$ cat src/rtl/rename_pkg.sv
package rename_pkg;
  // Strobes sent from the control module to the datapath each cycle.
  typedef struct packed {
    logic alloc;      // pop the free list and write the rename table
    logic snap;       // save the table and head into snapSlot
    logic restore;    // reload the table and head from restoreSlot
    logic commit;     // push the committed tag at the tail
    logic writeback;  // set the ready bit of wbTag
  } renStrobe_t;
endpackage

$ cat src/rtl/rename_ctrl.sv
module rename_ctrl
  import rename_pkg::*;
#(
  parameter int NUM_ARCH = 8,
  parameter int NUM_CKPT = 2,
  localparam int AW = $clog2(NUM_ARCH),
  localparam int CW = (NUM_CKPT > 1) ? $clog2(NUM_CKPT) : 1
) (
  input  logic          clk,
  input  logic          rstN,
  input  logic          renValid,
  input  logic [AW-1:0] dstArch,
  input  logic          ckptReq,
  input  logic          wbValid,
  input  logic          commitValid,
  input  logic          resolveValid,
  input  logic          resolveMiss,
  input  logic [CW-1:0] resolveId,
  input  logic          freeEmpty,
  output logic          renStall,
  output logic [CW-1:0] snapSlot,
  output renStrobe_t    strobe
);
  logic [NUM_CKPT-1:0] slotValid, slotValidNext;
  logic [NUM_CKPT-1:0] youngQ [NUM_CKPT];
  logic [NUM_CKPT-1:0] youngNext [NUM_CKPT];
  logic                slotFound;
  logic                needDst;
  logic                doRestore;
  logic                accept;

  // Pick the lowest-numbered free checkpoint slot.
  always_comb begin
    slotFound = 1'b0;
    snapSlot  = '0;
    for (int k = NUM_CKPT - 1; k >= 0; k--) begin
      if (!slotValid[k]) begin
        slotFound = 1'b1;
        snapSlot  = CW'(k);
      end
    end
  end

  assign needDst   = (dstArch != '0);
  assign doRestore = resolveValid && resolveMiss;
  assign renStall  = doRestore ||
                     (renValid && ((needDst && freeEmpty) || (ckptReq && !slotFound)));
  assign accept    = renValid && !renStall;

  always_comb begin
    strobe           = '0;
    strobe.alloc     = accept && needDst;
    strobe.snap      = accept && ckptReq;
    strobe.restore   = doRestore;
    strobe.commit    = commitValid;
    strobe.writeback = wbValid;
  end

  // Slot occupancy and the "allocated after" relation between slots.
  always_comb begin
    slotValidNext = slotValid;
    youngNext     = youngQ;
    if (resolveValid) begin
      slotValidNext[resolveId] = 1'b0;
      if (resolveMiss) slotValidNext = slotValidNext & ~youngQ[resolveId];
    end
    if (strobe.snap) begin
      for (int k = 0; k < NUM_CKPT; k++) begin
        if (slotValidNext[k]) youngNext[k][snapSlot] = 1'b1;
      end
      youngNext[snapSlot]     = '0;
      slotValidNext[snapSlot] = 1'b1;
    end
  end

  always_ff @(posedge clk or negedge rstN) begin
    if (!rstN) begin
      slotValid <= '0;
      for (int k = 0; k < NUM_CKPT; k++) youngQ[k] <= '0;
    end else begin
      slotValid <= slotValidNext;
      youngQ    <= youngNext;
    end
  end

  AST_SLOT_STALL: assert property (@(posedge clk) disable iff (!rstN)
    (renValid && ckptReq && (&slotValid)) |-> renStall);
  AST_RESOLVE_LIVE: assert property (@(posedge clk) disable iff (!rstN)
    resolveValid |-> slotValid[resolveId]);
  AST_SNAP_CLAIMS: assert property (@(posedge clk) disable iff (!rstN)
    (strobe.snap && !doRestore) |=> slotValid[$past(snapSlot)]);
endmodule

$ cat src/rtl/rename_dpath.sv
module rename_dpath
  import rename_pkg::*;
#(
  parameter int NUM_ARCH = 8,
  parameter int NUM_PHYS = 16,
  parameter int NUM_CKPT = 2,
  localparam int AW   = $clog2(NUM_ARCH),
  localparam int PW   = $clog2(NUM_PHYS),
  localparam int PTRW = PW + 1,
  localparam int CW   = (NUM_CKPT > 1) ? $clog2(NUM_CKPT) : 1,
  localparam int POOL = NUM_PHYS - NUM_ARCH
) (
  input  logic          clk,
  input  logic          rstN,
  input  renStrobe_t    strobe,
  input  logic [AW-1:0] srcA,
  input  logic [AW-1:0] srcB,
  input  logic [AW-1:0] dstArch,
  input  logic [PW-1:0] wbTag,
  input  logic [PW-1:0] commitTag,
  input  logic [CW-1:0] snapSlot,
  input  logic [CW-1:0] restoreSlot,
  output logic [PW-1:0] physA,
  output logic [PW-1:0] physB,
  output logic          readyA,
  output logic          readyB,
  output logic [PW-1:0] newPhys,
  output logic [PW-1:0] oldPhys,
  output logic          freeEmpty
);
  logic [PW-1:0]   mapQ     [NUM_ARCH];
  logic [PW-1:0]   mapNext  [NUM_ARCH];
  logic [PW-1:0]   freeMem  [NUM_PHYS];
  logic [PW-1:0]   snapMap  [NUM_CKPT][NUM_ARCH];
  logic [PTRW-1:0] snapHead [NUM_CKPT];
  logic [PTRW-1:0] headQ, tailQ, headNext, freeCount, restoreHead;
  logic [NUM_PHYS-1:0] readyQ, readyNext;

  // Two source read ports, built from one template.
  logic [1:0][AW-1:0] srcArr;
  logic [1:0][PW-1:0] physArr;
  logic [1:0]         readyArr;
  assign srcArr = {srcB, srcA};

  for (genvar p = 0; p < 2; p++) begin : gRead
    assign physArr[p]  = mapQ[srcArr[p]];
    assign readyArr[p] = (srcArr[p] == '0) || readyQ[physArr[p]] ||
                         (strobe.writeback && (wbTag == physArr[p]));
  end

  assign physA  = physArr[0];
  assign physB  = physArr[1];
  assign readyA = readyArr[0];
  assign readyB = readyArr[1];

  assign newPhys     = freeMem[headQ[PW-1:0]];
  assign oldPhys     = mapQ[dstArch];
  assign freeEmpty   = (headQ == tailQ);
  assign freeCount   = tailQ - headQ;
  assign headNext    = headQ + PTRW'(strobe.alloc);
  assign restoreHead = snapHead[restoreSlot];

  always_comb begin
    mapNext = mapQ;
    if (strobe.alloc) mapNext[dstArch] = newPhys;
  end

  always_comb begin
    readyNext = readyQ;
    if (strobe.writeback) readyNext[wbTag] = 1'b1;
    if (strobe.alloc) readyNext[newPhys] = 1'b0;
  end

  always_ff @(posedge clk or negedge rstN) begin
    if (!rstN) begin
      for (int a = 0; a < NUM_ARCH; a++) mapQ[a] <= PW'(a);
      for (int i = 0; i < NUM_PHYS; i++) freeMem[i] <= (i < POOL) ? PW'(NUM_ARCH + i) : '0;
      headQ  <= '0;
      tailQ  <= PTRW'(POOL);
      readyQ <= '1;
    end else begin
      readyQ <= readyNext;
      if (strobe.commit) begin
        freeMem[tailQ[PW-1:0]] <= commitTag;
        tailQ <= tailQ + 1'b1;
      end
      if (strobe.restore) begin
        mapQ  <= snapMap[restoreSlot];
        headQ <= restoreHead;
      end else begin
        mapQ  <= mapNext;
        headQ <= headNext;
      end
    end
  end

  always_ff @(posedge clk or negedge rstN) begin
    if (!rstN) begin
      for (int s = 0; s < NUM_CKPT; s++) begin
        for (int a = 0; a < NUM_ARCH; a++) snapMap[s][a] <= PW'(a);
        snapHead[s] <= '0;
      end
    end else if (strobe.snap) begin
      snapMap[snapSlot]  <= mapNext;
      snapHead[snapSlot] <= headNext;
    end
  end

  AST_NO_POP_EMPTY: assert property (@(posedge clk) disable iff (!rstN)
    strobe.alloc |-> !freeEmpty);
  AST_NO_OVERFLOW: assert property (@(posedge clk) disable iff (!rstN)
    freeCount <= PTRW'(POOL));
  AST_NEW_NOT_READY: assert property (@(posedge clk) disable iff (!rstN)
    strobe.alloc |=> !readyQ[$past(newPhys)]);
  AST_ZERO_MAP: assert property (@(posedge clk) disable iff (!rstN)
    mapQ[0] == '0);
  AST_NO_ALLOC_ON_RESTORE: assert property (@(posedge clk) disable iff (!rstN)
    strobe.restore |-> !strobe.alloc && !strobe.snap);
  AST_RESTORE_HEAD: assert property (@(posedge clk) disable iff (!rstN)
    strobe.restore |=> headQ == $past(restoreHead));
endmodule

$ cat src/rtl/rename_core.sv
module rename_core
  import rename_pkg::*;
#(
  parameter int NUM_ARCH = 8,
  parameter int NUM_PHYS = 16,
  parameter int NUM_CKPT = 2,
  localparam int AW = $clog2(NUM_ARCH),
  localparam int PW = $clog2(NUM_PHYS),
  localparam int CW = (NUM_CKPT > 1) ? $clog2(NUM_CKPT) : 1
) (
  input  logic          clk,
  input  logic          rstN,
  input  logic          renValid,
  input  logic [AW-1:0] srcA,
  input  logic [AW-1:0] srcB,
  input  logic [AW-1:0] dstArch,
  input  logic          ckptReq,
  output logic          renStall,
  output logic [PW-1:0] physA,
  output logic [PW-1:0] physB,
  output logic          readyA,
  output logic          readyB,
  output logic [PW-1:0] newPhys,
  output logic [PW-1:0] oldPhys,
  output logic [CW-1:0] ckptId,
  input  logic          wbValid,
  input  logic [PW-1:0] wbTag,
  input  logic          commitValid,
  input  logic [PW-1:0] commitTag,
  input  logic          resolveValid,
  input  logic          resolveMiss,
  input  logic [CW-1:0] resolveId
);
  renStrobe_t    strobe;
  logic          freeEmpty;
  logic [CW-1:0] snapSlot;

  rename_ctrl #(.NUM_ARCH(NUM_ARCH), .NUM_CKPT(NUM_CKPT)) uCtrl (
    .clk(clk), .rstN(rstN), .renValid(renValid), .dstArch(dstArch),
    .ckptReq(ckptReq), .wbValid(wbValid), .commitValid(commitValid),
    .resolveValid(resolveValid), .resolveMiss(resolveMiss), .resolveId(resolveId),
    .freeEmpty(freeEmpty), .renStall(renStall), .snapSlot(snapSlot), .strobe(strobe)
  );

  rename_dpath #(.NUM_ARCH(NUM_ARCH), .NUM_PHYS(NUM_PHYS), .NUM_CKPT(NUM_CKPT)) uDpath (
    .clk(clk), .rstN(rstN), .strobe(strobe), .srcA(srcA), .srcB(srcB),
    .dstArch(dstArch), .wbTag(wbTag), .commitTag(commitTag), .snapSlot(snapSlot),
    .restoreSlot(resolveId), .physA(physA), .physB(physB), .readyA(readyA),
    .readyB(readyB), .newPhys(newPhys), .oldPhys(oldPhys), .freeEmpty(freeEmpty)
  );

  assign ckptId = snapSlot;
endmodule

$ cat config.mk
export PLATFORM = sky130hd
export DESIGN_NAME = rename_core
export DESIGN_NICKNAME = d
export VERILOG_FILES = /design/src/rtl/rename_pkg.sv /design/src/rtl/rename_ctrl.sv /design/src/rtl/rename_dpath.sv /design/src/rtl/rename_core.sv
export SDC_FILE = /design/constraint.sdc
export NUM_CORES = 1
export LEC_CHECK = 0
export BUFFER_PORTS_ARGS = -buffer_cell sky130_fd_sc_hd__buf_2
export CORE_MARGIN = 8
export CORE_UTILIZATION = 64
export CTS_BUF_LIST = sky130_fd_sc_hd__clkbuf_8
export CTS_CLUSTER_SIZE = 10
export DETAILED_ROUTE_END_ITERATION = 10
export PLACE_DENSITY_LB_ADDON = 0.1
export SLEW_MARGIN = 25
export SYNTH_ARGS = -nofsm -noshare
export SYNTH_HDL_FRONTEND = slang
export SYNTH_SLANG_ARGS = --single-unit
export TNS_END_PERCENT = 10
$ cat constraint.sdc
create_clock -name clk -period 3.5 [get_ports clk]
set_input_delay 0 -clock clk [delete_from_list [all_inputs] [get_ports clk]]
set_output_delay 0 -clock clk [all_outputs]
set_load 0.02 [all_outputs]
Word level (Yosys, flattened, before mapping)
Cells that the tools add are included.
- logic and storage cells: 181
- bits in read-only memories: 0
- output and inout port bits: 20
- input port bits: 26
- RAM bits: 0
- register bits: 202
- memories kept: 0
- latch bits: 0
- mux-type cells: 62
- reduce and logical (&&, ||, !) cells: 27
- eq/ne operators: 3
- $lt $le $gt $ge: 20
- shift operators: 0
- div/mod/pow operators: 0
- add/sub/neg operators: 2
- $mul: 0
- bitwise gates (word level): 19
- operators with widths (kind ; count):
    $mux W32 ; 6
    $bwmux W64 ; 2
    $mux W4 ; 10
    $bmux W4 S3 ; 3
    $bwmux W32 ; 1
    $demux W32 S1 ; 1
    $mux W16 ; 2
    $mux W5 ; 5
    $mux W2 ; 11
    $lt A4 B5 Y1 const B ; 4
    $and A16 B16 Y16 ; 1
    $bmux W4 S4 ; 1
    $demux W4 S4 ; 1
    $logic_and A1 B1 Y1 ; 16
    $not A16 Y16 ; 1
    $or A16 B16 Y16 ; 1
    $demux W4 S3 ; 1
    $ge A4 B4 Y1 const B ; 3
    $not A3 Y4 ; 3
    $bwmux W10 ; 1
    $ge A5 B5 Y1 const B ; 2
    $not A4 Y5 ; 2
    $mux W1 ; 9
    $bmux W1 S4 ; 2
    25 further kinds ; 44

Longest topological paths before layout
- depth after elaboration: 12
- depth in mapped cells: 12

Hierarchy
From an unflattened synthesis, not the netlist that was laid out.
- cell total of the unflattened synthesis: 881
- area total of the unflattened synthesis: 10468.8 sq um
- modules (own cells, without submodules) (module ; instances ; cells an instance ; area an instance (sq um)):
    rename_dpath ; 1 ; 849 ; 10188.5
    rename_ctrl ; 1 ; 32 ; 280.3

Worst setup path before layout
No wires, ideal clock.
- kind: reg-to-reg
- from: register uDpath.tailQ[3]
- to: register uDpath.headQ[4]
- arrival time: 2.433 ns
- data required time: 3.364 ns
- period minus slack after synthesis: 2.569 ns
- cell stages (with the launch flop): 12
- slack: 0.931 ns
- cells stage by stage: dfstp_2 xnor2_2 o311ai_1 o41ai_4 nor2_4 o31ai_1 inv_1 ha_1 ha_1 nand3_1 xor2_1 a21oi_1
- word-level cells in the longest chain between the ends: 10
- ends and longest elaborated chain (what ; RTL line ; RTL):
    start, declared ; rename_dpath.sv:36 ; logic [PTRW-1:0] headQ, tailQ, headNext, freeCount, restoreHead;
    start signal, assigned ; rename_dpath.sv:79 ; tailQ <= PTRW'(POOL);
    start signal, assigned ; rename_dpath.sv:85 ; tailQ <= tailQ + 1'b1;
    $eq A5 B5 Y1 ; rename_dpath.sv:58 ; assign freeEmpty = (headQ == tailQ);
    $logic_and A1 B1 Y1 ; rename_ctrl.sv:47 ; (renValid && ((needDst && freeEmpty) || (ckptReq && !slotFound)));
    $logic_or A1 B1 Y1 ; rename_ctrl.sv:47 ;
    $logic_and A1 B1 Y1 ; rename_ctrl.sv:47 ;
    $logic_or A1 B1 Y1 ; rename_ctrl.sv:46 ; assign renStall = doRestore ||
    $logic_not A1 Y1 ; rename_ctrl.sv:48 ; assign accept = renValid && !renStall;
    $logic_and A1 B1 Y1 ; rename_ctrl.sv:48 ;
    $logic_and A1 B1 Y1 ; rename_ctrl.sv:52 ; strobe.alloc = accept && needDst;
    $add A5 B1 Y5 ; rename_dpath.sv:60 ; assign headNext = headQ + PTRW'(strobe.alloc);
    $mux W5 ; rename_dpath.sv:87 ; if (strobe.restore) begin
    end signal, assigned ; rename_dpath.sv:89 ; headQ <= restoreHead;
    end signal, assigned ; rename_dpath.sv:92 ; headQ <= headNext;
    end, declared ; rename_dpath.sv:36 ;
No other way between the ends.
A chain may end at the register's enable or synchronous reset.

Worst setup path after layout
Ends and elaborated chain as after synthesis.

==> flow_metrics.env <==
export IMPL_avgRoutedWirePerCell_um=20.4
export IMPL_drc=0
export IMPL_clock_fmax_mhz=328
export IMPL_grt_first_pass_wirelength_um=39100
export IMPL_netlist_instances=920
export IMPL_timing_rr_start="uDpath.tailQ[3]"
export IMPL_cellPowerDensity_mw_per_mm2=860
export IMPL_r2r_cells=11
export IMPL_ys_seq_area_frac=0.492
export IMPL_relSlewSlack=0.325
export IMPL_r2r_end="uDpath.headQ[4]"
export IMPL_synth_top_area_share=0.307
export IMPL_dr_first_iter_drc_count=581
export IMPL_ioPinCount=46
export IMPL_cts_tree="done"
export IMPL_critPathRequiredTime_ns=3.81
export IMPL_timing_hold_ws_ns=0.0225
export IMPL_clk_latency_ns=0.47
export IMPL_finalCriticalPeriod_ns=3.05
export IMPL_gp_congestion=0.853
export IMPL_clockRootBuffer="clkbuf_8"
export IMPL_syn_mean_instance_area_um2=11.3
export IMPL_r2r_slack_ns=0.45
export IMPL_path_clk_slew_ns=0.10
export IMPL_setup_viol_count_final=0
export IMPL_placed_area_mm2=0.0108
export IMPL_placement_rows=46
export IMPL_initial_core_util=0.654
export IMPL_critPathLaunch="uDpath.tailQ[3]"
export IMPL_hpwlAfterDp_um=16900
export IMPL_io_buffer_count=45
export IMPL_grt_pass1_vias=7381
export IMPL_worstPathArrival_ns=3.37
export IMPL_cts_resized_gates=0
export IMPL_status="complete, no violations"
export IMPL_core_mm2=0.0158
export IMPL_synth_edff_count=0
export IMPL_worst_pin_slew_ns=1.01
export IMPL_dr_pass1_iters=5
export IMPL_crit_path_start_kind="flop"
export IMPL_fin_cells=1184
export IMPL_fin_util=0.716
export IMPL_fin_crit_sh=0.872
export IMPL_finalHoldViolCount=0
export IMPL_dp_cells=1138
export IMPL_overflow=0
export IMPL_synth_nets=952
export IMPL_setup_slack_ns=0.448
export IMPL_htreeDepth=4
export IMPL_antenna_cells=0
export IMPL_hp_class="input port to flop"
export IMPL_dpl_worst_slack_ns=0.462
export IMPL_layout_drive_gt1_share=0.308
export IMPL_dieArea_mm2=0.0205
export IMPL_synth_area_leader_cell="dfrtp_1"
export IMPL_total_power_mw=9.75
export IMPL_setup_tns_ns=0
export IMPL_grt_setup_unrepaired="no"
export IMPL_yosys_warnings=0
export IMPL_numCtsBuffers=17
export IMPL_final_area_mm2=0.0113
export IMPL_clock_path_buffers=2
export IMPL_clock_sinks=200
export IMPL_antenna_left=0
export IMPL_max_cap_violations=0
export IMPL_ys_flop_type="dfrtp_1"
export IMPL_synth_async_reset_ratio=1.00
export IMPL_grt_use_total=0.245
export IMPL_crit_end="uDpath.headQ[4]"
export IMPL_peakVddDrop_uv=463
export IMPL_dr_total_vias=7423
export IMPL_synth_cell_type_count=57
export IMPL_drv_slew=0
export IMPL_power_leakage_nw=4.92
export IMPL_cp_end_kind="flop"
export IMPL_grt_max_degree=115
export IMPL_clock_skew_ns=0.0168
export IMPL_synth_seq_cells=200
export IMPL_synth_area_mm2=0.0104
export IMPL_syn2layout_area_growth_pct=9.47
export IMPL_viasPerCell=6.27
export IMPL_die_h_um=143
export IMPL_antenna_found_initial=0
export IMPL_yosys_top_cells_area="dfrtp_1, dfstp_2, mux2_2"
export IMPL_drt_wl_total_um=24200
export IMPL_critical_path_class="flop to flop"
export IMPL_nNetsFinal=987
export IMPL_crit_path_max_fanout=12
export IMPL_die_w_um=143
registers in the layout, summed over array words and instances, names as in the netlist:
register	cells
uCtrl.youngQ	2
uDpath.tailQ	5
uDpath.snapHead	10
uDpath.readyQ	16
uDpath.snapMap	64
uDpath.headQ	5
uCtrl.slotValid	2
uDpath.mapQ	32
uDpath.freeMem	64
cells in the final DEF (no fill, tap or decap), types with 9 or more instances in the layout:
cell type / count
nand3_1: 20
nor2_1: 22
mux2_2: 81
buf_4: 16
mux4_2: 28
inv_1: 15
nand2_1: 102
mux2i_1: 64
a31oi_1: 14
o21ai_0: 68
clkbuf_8: 19
a211oi_1: 34
xnor2_1: 11
nor2b_1: 44
buf_2: 44
o21ai_1: 9
dfstp_2: 73
dlygate4sd3_1: 14
a21oi_1: 65
dfrtp_1: 127
cell type report:
| class | instances | area, um^2 |
|---|---|---|
| flip-flops and latches | 200 | 5100 |
| multi-input cells | 643 | 4920 |
| fillers | 1109 | 4490 |
| repair buffers | 78 | 554 |
| well taps | 216 | 270 |
| clock buffers | 18 | 248 |
| clock inverters | 14 | 195 |
| inverters | 15 | 56.3 |
Yosys cell counts, drive strengths merged, types with 2 or more instances:
cell type  count
ha             6
nand2        103
mux2i         70
nor3b          6
and2           2
nor3           9
a31oi         14
a221o          2
o221ai         2
o21ai         77
inv           15
buf           27
xnor2         12
nand3         21
nor2b         44
nand4          8
dfstp         73
clkbuf        35
xor2           8
dfrtp        127
a21oi         69
nor2          23
mux4          28
a211oi        34
a22o           2
a22oi          2
and3           3
mux2          81
logic make-up (layout without fill, tap and decap cells):
group | after synthesis | in the layout | synth area share
mux | 179 | 179 | 0.220
simple gates | 225 | 225 | 0.108
buf+inv | 77 | 125 | 0.0337
xor+xnor | 20 | 20 | 0.0176
compound gates | 213 | 213 | 0.122
fa+ha+maj | 6 | 6 | 0.00725
flops | 200 | 200 | 0.492
report_power, final:
group          total, mW  leakage (nW)  internal, mW  switching [mW]
clock               1.63         0.230         0.806           0.822
combinational       3.84          2.35          1.73            2.11
sequential          4.28          2.35          3.57           0.711
total               9.75          4.92          6.11            3.64
worst max-delay path, stage by stage, from the launching register on:
cell	delay (ns)
dfstp_2	0.68
xnor2_2	0.14
o311ai_1	0.15
o41ai_4	0.53
nor2_4	0.16
o31ai_1	0.19
inv_1	0.13
ha_1	0.24
ha_1	0.22
nand3_1	0.10
xor2_1	0.24
a21oi_1	0.11
per-layer routing:
layer  part of all wire  track usage  vias to the layer above
li1                   -            -                     3408
met1               0.45        0.342                     3789
met2               0.49        0.395                      201
met3              0.051       0.0404                       25
met4              0.013       0.0593                        0
met5                  0            0                        -
how the worst min path moves through the flow:
stage | start | end | slack (ns) | cells past startpoint
floorplan | rstN | uCtrl.slotValid[0] | -0.30 | 0
global placement | rstN | uDpath.snapMap[3] | 0.15 | 1
detailed placement | rstN | uDpath.snapMap[3] | 0.17 | 1
CTS | commitTag[2] | uDpath.freeMem[34] | 0.0007 | 2
global route | commitTag[0] | uDpath.freeMem[48] | 0.01 | 2
finish | commitTag[2] | uDpath.freeMem[34] | 0.02 | 2
timing repair:
action,4_1_cts,5_1_grt
buffers inserted,0,0
endpoints found under the hold margin,104,0
hold buffers,14,0
No activity file was read; power rests on OpenSTA's default activity.
